===== src/rtl/fuse_ctl_pkg.sv =====
package fuse_ctl_pkg;
  localparam int KEY_W   = 16;
  localparam int KEY_LSB = 16;
  localparam int BIT_BUSY   = 8;
  localparam int BIT_ERR    = 9;
  localparam int BIT_RELOAD = 10;
  localparam logic [KEY_W-1:0] UNLOCK_KEY = 16'h3E77;

  localparam logic [7:0] OFS_CTRL    = 8'h00;
  localparam logic [7:0] OFS_SET     = 8'h04;
  localparam logic [7:0] OFS_CLR     = 8'h08;
  localparam logic [7:0] OFS_TIMING  = 8'h10;
  localparam logic [7:0] OFS_DATA0   = 8'h20;
  localparam logic [7:0] DATA_STRIDE = 8'h10;

  typedef enum logic [1:0] {
    OP_PLAIN = 2'd0,
    OP_SET   = 2'd1,
    OP_CLR   = 2'd2
  } ctl_op_e;
endpackage


===== src/rtl/fuse_ctrl_reg.sv =====
module fuse_ctrl_reg
  import fuse_ctl_pkg::*;
#(
  parameter int ADDR_W = 6
) (
  input  logic              clk,
  input  logic              rst,
  input  logic              wr_en,
  input  ctl_op_e           op,
  input  logic [ADDR_W-1:0] addr_w,
  input  logic [KEY_W-1:0]  key_w,
  input  logic              err_w,
  input  logic              reload_w,
  input  logic              busy,
  input  logic              start,
  input  logic              reject,
  input  logic              reload_done,
  output logic [ADDR_W-1:0] addr_q,
  output logic [KEY_W-1:0]  key_q,
  output logic              err_q,
  output logic              reload_q,
  output logic              armed
);
  logic [ADDR_W-1:0] addr_nx;
  logic [KEY_W-1:0]  key_nx;
  logic              reload_set;

  always_comb begin
    unique case (op)
      OP_SET: begin
        addr_nx = addr_q | addr_w;
        key_nx  = key_q | key_w;
      end
      OP_CLR: begin
        addr_nx = addr_q & ~addr_w;
        key_nx  = key_q & ~key_w;
      end
      default: begin
        addr_nx = addr_w;
        key_nx  = key_w;
      end
    endcase
  end

  assign reload_set = wr_en && (op != OP_CLR) && reload_w &&
                      !busy && !err_q && !reload_q;

  always_ff @(posedge clk) begin
    if (rst) begin
      addr_q   <= '0;
      key_q    <= '0;
      err_q    <= 1'b0;
      reload_q <= 1'b0;
    end else begin
      if (wr_en) begin
        addr_q <= addr_nx;
        key_q  <= key_nx;
      end else if (start || reject) begin
        key_q <= '0;
      end
      if (reject)
        err_q <= 1'b1;
      else if (wr_en && (op == OP_CLR) && err_w)
        err_q <= 1'b0;
      if (reload_q && reload_done)
        reload_q <= 1'b0;
      else if (reload_set)
        reload_q <= 1'b1;
    end
  end

  assign armed = (key_q == UNLOCK_KEY);
endmodule


===== src/rtl/fuse_data_bank.sv =====
module fuse_data_bank #(
  parameter int NDATA  = 4,
  parameter int DATA_W = 32
) (
  input  logic                    clk,
  input  logic                    rst,
  input  logic [NDATA-1:0]        we,
  input  logic [DATA_W-1:0]       wdata,
  input  logic                    hold,
  output logic [NDATA*DATA_W-1:0] data_flat
);
  for (genvar i = 0; i < NDATA; i++) begin : g_word
    logic [DATA_W-1:0] word_q;
    always_ff @(posedge clk) begin
      if (rst)
        word_q <= '0;
      else if (we[i] && !hold)
        word_q <= wdata;
    end
    assign data_flat[i*DATA_W +: DATA_W] = word_q;
  end
endmodule


===== src/rtl/fuse_prog_issue.sv =====
module fuse_prog_issue #(
  parameter int ADDR_W = 6
) (
  input  logic              clk,
  input  logic              rst,
  input  logic              data0_we,
  input  logic              armed,
  input  logic              err,
  input  logic              reload_active,
  input  logic              lock_hit,
  input  logic [ADDR_W-1:0] addr_in,
  input  logic              done,
  output logic              start,
  output logic              reject,
  output logic              busy_q,
  output logic [ADDR_W-1:0] addr_snap
);
  logic go;

  assign go     = data0_we && armed && !busy_q && !err && !reload_active;
  assign start  = go && !lock_hit;
  assign reject = go && lock_hit;

  always_ff @(posedge clk) begin
    if (rst) begin
      busy_q    <= 1'b0;
      addr_snap <= '0;
    end else if (start) begin
      busy_q    <= 1'b1;
      addr_snap <= addr_in;
    end else if (busy_q && done) begin
      busy_q <= 1'b0;
    end
  end
endmodule


===== src/rtl/fuse_ctl_regs.sv =====
module fuse_ctl_regs
  import fuse_ctl_pkg::*;
#(
  parameter int ADDR_W = 6,
  parameter bit BANKED = 1'b1,
  localparam int NDATA  = BANKED ? 4 : 1,
  localparam int NLOCK  = (1 << ADDR_W) * NDATA
) (
  input  logic                 clk,
  input  logic                 rst,
  input  logic                 bus_wr,
  input  logic                 bus_rd,
  input  logic [7:0]           bus_addr,
  input  logic [31:0]          bus_wdata,
  output logic [31:0]          bus_rdata,
  output logic                 bus_rvalid,
  input  logic [NLOCK-1:0]     lock_mask,
  output logic [31:0]          timing_cfg,
  output logic                 prog_req,
  output logic [ADDR_W-1:0]    prog_addr,
  output logic [NDATA*32-1:0]  prog_data,
  input  logic                 prog_done,
  output logic                 reload_req,
  input  logic                 reload_done
);
  localparam int IDX_W = $clog2(NLOCK);

  logic              ctl_wr;
  ctl_op_e           ctl_op;
  logic [NDATA-1:0]  data_we;
  logic [ADDR_W-1:0] addr_q;
  logic [KEY_W-1:0]  key_q;
  logic              err_q, reload_q, armed;
  logic              start, reject, busy_q;
  logic [NDATA-1:0]  lock_bits;
  logic              lock_hit;
  logic [31:0]       timing_q;
  logic [31:0]       ctl_word;
  logic [31:0]       rmux;

  always_comb begin
    ctl_wr = bus_wr;
    ctl_op = OP_PLAIN;
    unique case (bus_addr)
      OFS_CTRL: ctl_op = OP_PLAIN;
      OFS_SET:  ctl_op = OP_SET;
      OFS_CLR:  ctl_op = OP_CLR;
      default:  ctl_wr = 1'b0;
    endcase
  end

  for (genvar i = 0; i < NDATA; i++) begin : g_dec
    assign data_we[i] = bus_wr && (bus_addr == OFS_DATA0 + 8'(i) * DATA_STRIDE);
  end

  for (genvar w = 0; w < NDATA; w++) begin : g_lock
    logic [IDX_W-1:0] idx;
    assign idx          = IDX_W'(addr_q) * IDX_W'(NDATA) + IDX_W'(w);
    assign lock_bits[w] = lock_mask[idx];
  end
  assign lock_hit = |lock_bits;

  fuse_ctrl_reg #(.ADDR_W(ADDR_W)) u_ctrl (
    .clk         (clk),
    .rst         (rst),
    .wr_en       (ctl_wr),
    .op          (ctl_op),
    .addr_w      (bus_wdata[ADDR_W-1:0]),
    .key_w       (bus_wdata[KEY_LSB +: KEY_W]),
    .err_w       (bus_wdata[BIT_ERR]),
    .reload_w    (bus_wdata[BIT_RELOAD]),
    .busy        (busy_q),
    .start       (start),
    .reject      (reject),
    .reload_done (reload_done),
    .addr_q      (addr_q),
    .key_q       (key_q),
    .err_q       (err_q),
    .reload_q    (reload_q),
    .armed       (armed)
  );

  fuse_prog_issue #(.ADDR_W(ADDR_W)) u_issue (
    .clk           (clk),
    .rst           (rst),
    .data0_we      (data_we[0]),
    .armed         (armed),
    .err           (err_q),
    .reload_active (reload_q),
    .lock_hit      (lock_hit),
    .addr_in       (addr_q),
    .done          (prog_done),
    .start         (start),
    .reject        (reject),
    .busy_q        (busy_q),
    .addr_snap     (prog_addr)
  );

  fuse_data_bank #(.NDATA(NDATA), .DATA_W(32)) u_data (
    .clk       (clk),
    .rst       (rst),
    .we        (data_we),
    .wdata     (bus_wdata),
    .hold      (busy_q),
    .data_flat (prog_data)
  );

  always_ff @(posedge clk) begin
    if (rst)
      timing_q <= '0;
    else if (bus_wr && bus_addr == OFS_TIMING)
      timing_q <= bus_wdata;
  end
  assign timing_cfg = timing_q;

  always_comb begin
    ctl_word = '0;
    ctl_word[7:0]                 = 8'(addr_q);
    ctl_word[BIT_BUSY]            = busy_q;
    ctl_word[BIT_ERR]             = err_q;
    ctl_word[BIT_RELOAD]          = reload_q;
    ctl_word[KEY_LSB +: KEY_W]    = key_q;
  end

  always_comb begin
    rmux = '0;
    if (bus_addr == OFS_CTRL || bus_addr == OFS_SET || bus_addr == OFS_CLR)
      rmux = ctl_word;
    else if (bus_addr == OFS_TIMING)
      rmux = timing_q;
    else
      for (int i = 0; i < NDATA; i++)
        if (bus_addr == OFS_DATA0 + 8'(i) * DATA_STRIDE)
          rmux = prog_data[i*32 +: 32];
  end

  always_ff @(posedge clk) begin
    if (rst) begin
      bus_rdata  <= '0;
      bus_rvalid <= 1'b0;
    end else begin
      bus_rvalid <= bus_rd;
      if (bus_rd)
        bus_rdata <= rmux;
    end
  end

  assign prog_req   = busy_q;
  assign reload_req = reload_q;
endmodule


===== config.mk =====
export PLATFORM = sky130hd
export DESIGN_NAME = fuse_ctl_regs
export DESIGN_NICKNAME = d
export VERILOG_FILES = /design/src/rtl/fuse_ctl_pkg.sv /design/src/rtl/fuse_ctrl_reg.sv /design/src/rtl/fuse_data_bank.sv /design/src/rtl/fuse_prog_issue.sv /design/src/rtl/fuse_ctl_regs.sv
export SDC_FILE = /design/constraint.sdc
export NUM_CORES = 1
export LEC_CHECK = 0
export ABC_AREA = 1
export BUFFER_PORTS_ARGS = -buffer_cell sky130_fd_sc_hd__buf_4
export CORE_AREA = 2 2 198 200
export DETAILED_ROUTE_END_ITERATION = 12
export DIE_AREA = 0 0 200 202
export GPL_TIMING_DRIVEN = 0
export MAX_ROUTING_LAYER = met4
export SLEW_MARGIN = 20
export SYNTH_ARGS = -nofsm -noshare
export SYNTH_HDL_FRONTEND = slang
export SYNTH_HIERARCHICAL = 1
export SYNTH_SLANG_ARGS = --single-unit

===== constraint.sdc =====
create_clock -name clk -period 7.1 [get_ports clk]
set_input_delay 0.71 -clock clk [delete_from_list [all_inputs] [get_ports clk]]
set_output_delay 0.71 -clock clk [all_outputs]
set_load 0.05 [all_outputs]

# Word level (Yosys, flattened, before mapping)
# Cells that the tools add are included.
# op_classes
n_addsub	3
magnitude_cmp	4
eq_ne	11
muxes	24
n_bitwise	6
n_reduce_logical	38
# ops
op	count
$mux 32	6
$lt 8x9->1 const B	4
$mux 16	2
$pmux 16 s2	1
$bmux 1 s8	3
$logic_and 1x1->1	24
$add 8x2->8 const B	2
$and 16x16->16	1
$eq 16x14->1 const B	1
$eq 8x6->1 const B	2
$eq 8x7->1 const B	2
$not 16->16	1
$or 16x16->16	1
$pmux 6 s2	1
$mux 1	9
$add 8x1->8 const B	1
$eq 8x3->1 const B	1
$eq 8x4->1 const B	1
$eq 8x5->1 const B	1
$logic_not 8->1	1
$and 6x6->6	1
$bmux 1 s6	1
$not 6->6	1
$or 6x6->6	1
other kinds (10)	17
# word_totals
ff_bits	224
input_bits	302
out_inout_bits	201
elab_cells	99

# Logic depth before layout (Yosys ltp)
# depth
depth_word	10
mapped_depth	23
mapped_depth_nobuf	20

# Hierarchy
# Netlist, hierarchy kept.
# modules_own_cells
mod	instances	cells_per_inst	area_per_inst_um2	seq_area_each_um2
fuse_ctl_regs	1	1321	6901.6	1301.2
fuse_data_bank	1	738	5029.8	2562.5
fuse_ctrl_reg	1	227	1390.1	480.5
fuse_prog_issue	1	63	406.6	140.1

# Least setup slack after synthesis
# No wires, ideal clock.
# synth_path
kind	input to register
start	input bus_addr[1]
end	register u_ctrl.key_q[7]
setup_time_ns	0.132
arrival_time_ns	2.327
slack_ns	4.641
cell_stages	10
n_path_buf	1
cell_sequence	nor2_2 inv_1 nor4_1 inv_1 ha_1 o21ai_2 buf_2 nand2_1 nand2_1 a21oi_1
# synth_via
elab_cells_between_ends	20
cone_classes	5 x eq/ne; 4 x mux; 11 x reduce/logical
# synth_rtl
element	line_no	rtl
from (decl)	fuse_ctl_regs.sv:13	input logic [7:0] bus_addr,
$eq 8x4->1 or $eq 8x3->1 (tied branches)	fuse_ctl_regs.sv:44	unique case (bus_addr)
$pmux 2 s2 (*)	fuse_ctl_regs.sv:44	
named net ctl_op[0]	fuse_ctl_regs.sv:29	ctl_op_e ctl_op;
$eq 2x2->1 or $eq 2x1->1 (tied branches)	fuse_ctrl_reg.sv:29	unique case (op)
$pmux 16 s2 (*)	fuse_ctrl_reg.sv:29	
$mux 16 (*)	fuse_ctrl_reg.sv:55	if (wr_en) begin
to (signal assigned)	fuse_ctrl_reg.sv:57	key_q <= key_nx;
to (decl)	fuse_ctrl_reg.sv:19	output logic [KEY_W-1:0] key_q,
# Mark *: on every way through the listed nets, which the timed path passes. The rest lies on a longest branch.
# A chain may end at the register's enable or synchronous reset.

# Final worst setup path
# layout_path
start	register u_ctrl.addr_q[2]
end	register u_ctrl.key_q[4]
# layout_via
elab_cells_between_ends	17
cone_classes	3 x add/sub; 8 x mux; 6 x reduce/logical
# layout_rtl
element	line_no	rtl
from (decl)	fuse_ctrl_reg.sv:18	output logic [ADDR_W-1:0] addr_q,
from (signal assigned)	fuse_ctrl_reg.sv:56	addr_q <= addr_nx;
$add 8x1->8 or $add 8x2->8 (tied branches)	fuse_ctl_regs.sv:58	assign idx = IDX_W'(addr_q) * IDX_W'(NDATA) + IDX_W'(w);
$bmux 1 s8	fuse_ctl_regs.sv:59	assign lock_bits[w] = lock_mask[idx];
$mux 1 (implied by the code)	fuse_ctl_regs.sv:59	
$reduce_or 4->1 (*)	fuse_ctl_regs.sv:61	assign lock_hit = |lock_bits;
named net lock_hit	fuse_ctl_regs.sv:36	logic lock_hit;
$logic_and 1x1->1 (*)	fuse_prog_issue.sv:22	assign reject = go && lock_hit;
named net reject	fuse_ctl_regs.sv:34	logic start, reject, busy_q;
$logic_or 1x1->1 (*)	fuse_ctrl_reg.sv:58	end else if (start || reject) begin
$reduce_bool 2->1 (no source line) (*)	n/a	
# Mark *: on every way through the listed nets, which the timed path passes. The rest lies on a longest branch. The select of a mux whose other input is x is not followed.

==> results.tsv <==
metric	value	unit
drc_errors	0	
rsz0062_at_grt	false	
gp_congestion	0.963	
num_io_pins	503	
seq_power_share	42.3	%
hold_viol_final	0	
hold_path_class	input pin to flip-flop	
r2r_end	u_ctrl/key_q[4]	
insertion_delay	0.54	ns
reg2reg_from	u_ctrl/addr_q[2]	
dieArea	40400	um^2
skew	0.0200	ns
cp_slowest_cell	clkbuf_1	
multi_input_area	7500	um^2
tritoncts	done	
grt_pass1_vias	16800	
clkTransAtPathRegs	0.06	ns
whs_path_depth	2	
path_class	flip-flop to flip-flop	
worst-r2r-setup-slack	3.82	ns
dp_hpwl	58600	um
routed_wl	72300	um
synth_cell_types	32	
vias	17500	
num-nets-final	3183	
fin_crit	3.28	ns
synth_compound_area_share	8.69	%
clockRootBuffer	clkbuf_16	
antenna_found_initial	4	
arrival	3.74	ns
p_leak	9.59	nW
numCtsBuffers	26	
syn_nets	2654	
setup_violations	0	
grt_pass1_wl	105000	um
synth_simple_gate_area_share	45.6	%
critPathMostFrequentCell	nand2_1	
initial_core_util	35.9	%
worst_setup_path_start_kind	flip-flop	
cp_data_required_time	7.56	ns
die_x	200	um
slowest_delay	0.50	ns
synth-xor-area-share	0	%
final_core_util	49.6	%
path_cells	buf_2, inv_1, clkbuf_1, nand3_1, nand3_1, nand2_1, nand2_1, nand2_1, nand2_1, nand2_1, nor2_1, nand2_1, inv_2, nor2_1, nor3_4, buf_4, nand2_1, a21oi_1	
seqCellArea	4480	um^2
layout-drive-gt1-share	23.0	%
area_growth_syn_to_layout	38.5	%
ys_seq_elements	224	
wire_per_inst	21.1	um
cp_num_buf_inv	5	
sw_frac_of_total	25.8	%
syn_inst	2349	
fin_crit_sh	46.2	%
ys_seq_area_share	32.7	%
row_count	72	
grt_overflow	0	
path_max_fanout	10	
cts.sinks	224	
maxSlewViolCount	0	
internal_power	2.24	mW
p_comb_share	13.3	%
ir_drop	0.000147	V
max_slew_margin	36.2	%
holdPathEnd	u_issue/busy_q	
p_per_area	159	nW/um^2
core_area	38300	um^2
ant_nets	0	
syn_area	13700	um^2
ys_warn_count	6	
drt_iter0_drc	1594	
nFillCells	4143	
synth_top_family_by_area	simple AND/OR/NAND/NOR gates	
cts_hold_buffers	0	
fin_tns_setup	0	ns
via_per_inst	5.12	
placement.io_buffers	501	
post_cts_buffers	0	
fmax	305	MHz
ctsResizeCount	0	
grt_max_degree	13	
outcome	complete, no violations	
htreeDepth	1	
synth_mux_area_share	0	%
cap_violations	0	
worstRegToRegCells	18	
cp_top_family	simple AND/OR/NAND/NOR gates	
drtPass1Iterations	6	
worstMarginPinSlew	0.958	ns
switching_power	0.779	mW
synthAdderAreaFrac	0.273	%
die_h	202	um
pwr-share-clk	44.5	%
clockBufferDepth	3	
min_from	rst	
syn_area_per_cell	5.84	um^2
end_kind	flip-flop	
track_usage	35.8	%
-- cell usage in the layout (no fill, tap or decap), types with 2 or more instances in the layout --
cell	Yosys	routed
clkinv_2	0	3
nor3_1	7	6
buf_6	5	5
or2_0	3	3
nor2_4	3	3
ha_1	3	3
nor3_2	4	5
buf_4	13	514
clkbuf_1	50	55
a21oi_1	93	93
o211ai_1	17	17
nand3_4	2	2
inv_1	248	248
a41oi_1	20	20
inv_2	19	19
dfxtp_1	224	224
clkbuf_8	0	10
nand3_1	322	322
o21ai_1	32	32
nand4_1	16	16
nand2_1	699	699
or2_1	35	35
clkbuf_16	0	27
buf_1	21	21
diode_2	0	4
o21ai_0	47	47
nor2_1	388	388
nor2_2	3	3
nor4_1	2	2
buf_2	65	65
nand2_2	3	3
-- routing by layer --
layer	up-vias	track usage, %	wire length, um
met3	190	7.56	6540
met2	821	59.1	33900
li1	8400	-	-
met5	-	-	0
met4	0	16.5	3700
met1	8083	41.4	28100
-- synth_stat cells (all sizes together) --
library cell	number	area (um^2)
or2	39	244
inv	267	1000
nor2	395	1530
o211ai	17	128
clkbuf	50	188
nand4	16	100
nand2	702	2640
buf	104	558
nor4	2	12.5
a211oi	1	20.0
o21ai	80	404
dfxtp	224	4480
nor3	12	91.3
a41oi	20	175
ha	3	37.5
nand3	324	1650
a21oi	93	465
-- worst register-to-register path: cells and delay by family, from the launching register on --
family / cells / cell delay [ns]
buffers and inverters: 5 / 1.32
flip-flops: 1 / 0.32
AO/OA/AOI/OAI: 1 / 0.15
AND/OR/NAND/NOR: 12 / 1.43
-- worst max-delay path by stage --
stage	to	cells after the start	slack, ns	from
after floorplan	u_ctrl/key_q[7]	10	4.64	bus_addr[1]
after global placement	u_data/g_word[2].word_q[11]	12	3.82	bus_addr[1]
after detailed placement	u_data/g_word[2].word_q[13]	12	3.76	bus_addr[1]
after CTS	u_ctrl/key_q[4]	18	3.87	u_ctrl/addr_q[2]
after global routing	u_ctrl/key_q[6]	18	3.53	u_ctrl/addr_q[2]
final	u_ctrl/key_q[4]	18	3.82	u_ctrl/addr_q[2]
-- power groups by stage --
stage / Sequential (mW) / Combinational (mW) / Clock, mW
final: 1.28 / 0.400 / 1.34
after global routing: 1.28 / 0.430 / 1.40
after CTS: 1.28 / 0.395 / 1.35
after detailed placement: 1.30 / 0.393 / 0
after global placement: 1.30 / 0.392 / 0
after floorplan: 1.33 / 0.139 / 0
-- cell type report --
cell class / instances / area share [%]
Multi-Input combinational cell: 1704 / 39.5
Sequential cell: 224 / 23.6
Timing Repair Buffer: 501 / 19.8
Inverter: 267 / 5.27
Clock buffer: 42 / 4.38
Buffer: 154 / 3.92
Tap cell: 518 / 3.41
Clock inverter: 4 / 0.125
Antenna cell: 4 / 0.0527
-- cell families (layout without fill, tap and decap cells) --
family | count (synthesis) | in the layout
buf+inv | 421 | 968
compound gates | 211 | 211
simple gates | 1490 | 1490
other cells | 0 | 4
fa+ha+maj | 3 | 3
flops | 224 | 224
-- stage by stage --
step / hold slack [ns] / setup slack (ns) / power (mW) / instances / instance area [um^2]
after floorplan: 0.456 / 4.64 / 1.47 / 2349 / 13700
after global placement: 0.456 / 3.82 / 1.69 / 3368 / 18100
after detailed placement: 0.460 / 3.76 / 1.70 / 3368 / 18100
after CTS: 0.392 / 3.87 / 3.02 / 3414 / 19000
after global routing: 0.412 / 3.53 / 3.11 / 3418 / 19000
final: 0.407 / 3.82 / 3.02 / 3418 / 19000
-- state kept, by name (all words and copies together), names as in the netlist --
register	count
bus_rdata	32
bus_rvalid	1
timing_cfg	32
u_ctrl/addr_q	6
u_ctrl/err_q	1
u_ctrl/key_q	16
u_ctrl/reload_q	1
u_data/g_word.word_q	128
u_issue/addr_snap	6
u_issue/busy_q	1
(Power assumes the default switching activity.)
